**src/rtl/sg_list_walker.sv**
```systemverilog
module sg_list_walker #(
  parameter int MAX_ENTRIES = 32
) (
  input  logic        clk,
  input  logic        rst_n,
  input  logic        start,
  input  logic [31:0] start_base,
  output logic        rd_req_valid,
  input  logic        rd_req_ready,
  output logic [31:0] rd_req_addr,
  input  logic        rd_rsp_valid,
  input  logic [31:0] rd_rsp_data,
  output logic        seg_valid,
  input  logic        seg_ready,
  output logic [31:0] seg_addr,
  output logic [31:0] seg_len,
  output logic        done,
  output logic        error
);

  localparam int IDX_W = (MAX_ENTRIES > 2) ? $clog2(MAX_ENTRIES) : 1;
  localparam logic [IDX_W-1:0] IDX_LAST = IDX_W'(MAX_ENTRIES - 1);

  typedef enum logic [2:0] {
    S_IDLE, S_REQ_LEN, S_WAIT_LEN, S_REQ_ADR, S_WAIT_ADR, S_OUT, S_FIN
  } state_t;

  state_t           st;
  logic [31:0]      base_q;
  logic [IDX_W-1:0] idx;
  logic [27:0]      len_q;
  logic [30:0]      adr_q;
  logic             last_q;
  logic             err_q;
  logic [31:0]      entry_addr;

  assign entry_addr   = base_q + (32'(idx) << 3);
  assign rd_req_valid = (st == S_REQ_LEN) || (st == S_REQ_ADR);
  assign rd_req_addr  = entry_addr + ((st == S_REQ_ADR) ? 32'd4 : 32'd0);
  assign seg_valid    = (st == S_OUT);
  assign seg_addr     = {1'b0, adr_q};
  assign seg_len      = {4'b0, len_q};
  assign done         = (st == S_FIN);
  assign error        = err_q;

  always_ff @(posedge clk) begin
    if (!rst_n) begin
      st     <= S_IDLE;
      base_q <= '0;
      idx    <= '0;
      len_q  <= '0;
      adr_q  <= '0;
      last_q <= 1'b0;
      err_q  <= 1'b0;
    end else begin
      case (st)
        S_IDLE: if (start) begin
          base_q <= start_base;
          idx    <= '0;
          err_q  <= 1'b0;
          st     <= S_REQ_LEN;
        end
        S_REQ_LEN: if (rd_req_ready) st <= S_WAIT_LEN;
        S_WAIT_LEN: if (rd_rsp_valid) begin
          len_q  <= rd_rsp_data[27:0];
          last_q <= rd_rsp_data[31];
          st     <= S_REQ_ADR;
        end
        S_REQ_ADR: if (rd_req_ready) st <= S_WAIT_ADR;
        S_WAIT_ADR: if (rd_rsp_valid) begin
          adr_q <= rd_rsp_data[30:0];
          st    <= S_OUT;
        end
        S_OUT: if (seg_ready) begin
          if (last_q) begin
            st <= S_FIN;
          end else if (idx == IDX_LAST) begin
            err_q <= 1'b1;
            st    <= S_FIN;
          end else begin
            idx <= idx + 1'b1;
            st  <= S_REQ_LEN;
          end
        end
        S_FIN:   st <= S_IDLE;
        default: st <= S_IDLE;
      endcase
    end
  end

  AST_REQ_HOLD: assert property (@(posedge clk) disable iff (!rst_n)
    rd_req_valid && !rd_req_ready |=> rd_req_valid && $stable(rd_req_addr));

  AST_SEG_HOLD: assert property (@(posedge clk) disable iff (!rst_n)
    seg_valid && !seg_ready |=> seg_valid && $stable(seg_addr) && $stable(seg_len));

  AST_DONE_PULSE: assert property (@(posedge clk) disable iff (!rst_n)
    done |=> !done);

  AST_DONE_AFTER_SEG: assert property (@(posedge clk) disable iff (!rst_n)
    done |-> $past(seg_valid && seg_ready));

  AST_ERR_AT_END: assert property (@(posedge clk) disable iff (!rst_n)
    $rose(error) |-> done);

  AST_NO_REQ_DURING_SEG: assert property (@(posedge clk) disable iff (!rst_n)
    seg_valid && !seg_ready |=> !rd_req_valid);

endmodule

```
**config.mk**
```make
export PLATFORM = sky130hd
export DESIGN_NAME = sg_list_walker
export DESIGN_NICKNAME = d
export VERILOG_FILES = /design/src/rtl/sg_list_walker.sv
export SDC_FILE = /design/constraint.sdc
export NUM_CORES = 1
export LEC_CHECK = 0
export CAP_MARGIN = 10
export CORE_MARGIN = 4
export CORE_UTILIZATION = 45
export CTS_CLUSTER_DIAMETER = 50
export CTS_CLUSTER_SIZE = 12
export DETAILED_ROUTE_END_ITERATION = 6
export PLACE_DENSITY = 0.81
export SYNTH_ARGS = -nofsm -noshare
export SYNTH_HDL_FRONTEND = slang
export SYNTH_SLANG_ARGS = --single-unit
```
**constraint.sdc**
```tcl
create_clock -name clk -period 3.4 [get_ports clk]
set_clock_uncertainty 0.2 [all_clocks]
set_input_delay 0.51 -clock clk [delete_from_list [all_inputs] [get_ports clk]]
set_output_delay 0.51 -clock clk [all_outputs]
set_load 0.01 [all_outputs]
```
==> results of run 1 <==
## sequential cells by signal, summed over array words and instances (netlist names)
| register | cells |
|---|---|
| idx | 5 |
| len_q | 28 |
| last_q | 1 |
| adr_q | 31 |
| st | 3 |
| base_q | 32 |
| error | 1 |
## worst max-delay path, cell delays in order, from the launching register on
cell and delay, ps:
dfxtp_2 330, nor2b_4 140, and2_4 160, ha_4 120
inv_2 30, fa_2 360, nor2b_4 150, o31ai_4 80
a211o_4 400, buf_6 140, nor3_4 110, xor2_1 190
buf_2 170
## power groups by stage
stage               Clock [mW]  Combinational (mW)  Sequential [mW]
floorplan                    0               0.189             1.30
global placement             0               0.403             1.29
detailed placement           0               0.411             1.30
CTS                      0.747               0.406             1.27
global route             0.794               0.448             1.28
finish                   0.724               0.410             1.27
## repair_timing
action / in CTS / in global routing
setup buffers: 8 / 6
gates cloned: 1 / 0
resized for setup: 83 / 18
setup endpoints to repair: 25 / 16
pin swaps: 14 / 10
## cells by family after synthesis
| kind of cell | Yosys count |
|---|---|
| AND/OR/NAND/NOR | 268 |
| XOR/XNOR | 30 |
| other | 1 |
| flip-flops | 101 |
| adder cells (fa/ha/maj) | 9 |
| AO/OA/AOI/OAI | 119 |
| buffers and inverters | 46 |
## metrics by stage
step	cell area [µm²]	utilization	setup slack (ps)	TNS, ps	cells
2_1_floorplan	4720	-	54.8	0	578
3_3_place_gp	6470	0.632	-141	-872	856
3_5_place_dp	6470	0.632	-320	-2220	856
4_1_cts	6800	0.665	-126	-450	879
5_1_grt	6870	0.672	-188	-1460	885
6_report	6870	0.672	-51.4	-79.3	885
## layout make-up
type,count,area (µm²)
inverters,7,26.3
well taps,136,170
clock buffers,9,124
fillers,843,3360
clock inverters,5,53.8
flip-flops and latches,101,2020
multi-input cells,432,2650
repair buffers,195,1820
## placed cells by master, fill, tap and decap left out, types with 11 or more instances in the layout
cell and n:
nand2_1 195, buf_2 12, buf_4 28, a21boi_0 89
clkdlybuf4s50_1 140, xor2_1 15, nor2_1 14, xnor2_1 15
dfxtp_1 99, nand3_1 11
## how the worst max path moves through the flow
stage / startpoint / end / depth (start not counted)
after floorplan: st[0] / rd_req_addr[26] / 12
after global placement: st[0] / rd_req_addr[24] / 11
after detailed placement: st[0] / rd_req_addr[26] / 11
after CTS: st[0] / rd_req_addr[26] / 12
after global routing: st[0] / rd_req_addr[26] / 12
final: st[0] / rd_req_addr[26] / 12
## routing by layer
| metal | vias up | share of wire |
|---|---|---|
| li1 | 2221 | - |
| met3 | 17 | 0.097 |
| met4 | 0 | 0.017 |
| met1 | 2061 | 0.41 |
| met5 | - | 0 |
| met2 | 148 | 0.48 |
==> summary.md, run 1 <==
| Metric | Value |
|---|---|
| Syn Inst Count | `574` |
| Flop2flop setup slack | `1230 ps` |
| # IOs | `170` |
| Failing checks | `negative setup slack` |
| Vias in the first global route | `4451` |
| DR pass1 iterations | `4` |
| XOR/XNOR Fraction of Synth Area | `0.0559` |
| Yosys reg bits | `101` |
| Crit path arrival time | `2740 ps` |
| Met1 usage | `0.252` |
| Tightest Pin Transition | `670 ps` |
| DP HPWL | `9.60 mm` |
| Slew margin rel. | `0.553` |
| Hold path startpoint | `adr_q[4]` |
| CTS tree | `built` |
| Met2 Resource Use GR | `0.390` |
| Final setup fails | `3` |
| Die Wd | `110 µm` |
| Status | `finished, violations left` |
| Hold WC Path Type | `reg2reg` |
| Slew Limit Fails | `0` |
| DRC Markers | `0` |
| Sw Share | `0.262` |
| Largest net degree at the start of global routing | `45` |
| Period utilisation layout | `1.02` |
| CTS Sinks | `101` |
| # diodes | `0` |
| Initial antenna violation count | `0` |
| Starting Density | `0.460` |
| Min Hold Slack | `267 ps` |
| WHS Path Cells | `2` |
| Post-synth top cells | `195 x nand2_1, 101 x dfxtp_1, 89 x a21boi_0` |
| Htree depth | `3` |
| Yosys warnings | `0` |
| Via count | `4447` |
| FFs w/ async S/R, synth | `0` |
| Global-route wire length before repair | `21.4 mm` |
| Reg2Reg Capture Point | `idx[3]` |
| Post-synth top area share | `0.430` |
| Grt peak-use layer | `met2` |
| CP Capture Type | `output pin` |
| RSZ-0062 raised after global routing | `yes` |
| Sequential share of power | `0.529` |
| CTS Root Cell | `clkbuf_8` |
| Fmax | `290 MHz` |
| Max-cap viol count | `0` |
| Max FO, Critical Path | `4` |
| Origin of the critical flop-to-flop path | `idx[0]` |
| CTS clk-pin slew, worst paths | `90 ps` |
| Fin. Hold Viols | `0` |
| Multiplexer share of the synthesized area | `0` |
| Die Area | `0.0121 mm²` |
| Clock tree buffer depth | `2` |
| Peak supply drop | `0.245 mV` |
| Area leader, netlist | `dfxtp_1` |
| Total CTS buffers | `9` |
| CP required | `2690 ps` |
| Synth Area in Compound Gates | `0.183` |
| FP Rows | `37` |
| GRT overflow | `0` |
| Total track usage | `0.225` |
| Synth unique cells | `45` |
| Worst R2R Path Depth | `8` |
| Minimum clock period | `3450 ps` |
| Die height | `110 µm` |
| Final WS setup | `-51.4 ps` |
| Met3 Usage GRT | `0.0827` |
| P_int | `1.77 mW` |
| Largest cells by area after synthesis | `dfxtp_1 43%, nand2_1 16%, a21boi_0 14%` |
| First DRT Iteration DRCs | `167` |
| Placeable Area | `0.0102 mm²` |
| EDFF count, synth | `0` |
| Switching power | `631 µW` |
| Main synth FF type | `dfxtp_1` |
| Largest family of logic cells by synthesized area | `simple AND/OR/NAND/NOR gates` |
| Hold EP | `adr_q[4]` |
| Nets | `825` |
| PD cells | `350 mW/mm²` |
| Simple logic cell fraction of the synthesized area | `0.257` |
| IO buf count | `164` |
| Final RePlAce weighted congestion | `0.842` |
| DR WL/cell | `15.4 µm` |
| Comb power frac | `0.170` |
| Post-Synth Adder-Cell Area | `0.0255` |
| Via density | `5.02` |
| Most frequent cell after synthesis | `nand2_1` |
| Startpoint types | `flop` |
| Post-CTS Hold Buffers | `0` |
| Mapped Area | `0.00470 mm²` |
| Worst-skew pair later-pin latency | `360 ps` |
| Sequential share of the synthesized area | `0.430` |
| Routed wire length | `13.7 mm` |
| Syn-to-layout area delta | `46.2%` |
| Post-DRT Antenna Nets | `0` |
| CP Class | `reg2out` |
| Layout cells sized above 1 | `0.127` |
| Leak Pwr | `2.64 nW` |
| Clk pwr share | `0.301` |
| Total power | `2.40 mW` |
| Syn Area/Cell | `8.19 µm²` |
No activity file was read; power rests on OpenSTA's default activity.
==> run 2, diff against run 1 <==
Settings changed: CTS_CLUSTER_SIZE 12 to not set.
==> results of run 2 <==
Same layout as run 1: the final DEF is identical, and so are final timing and power.
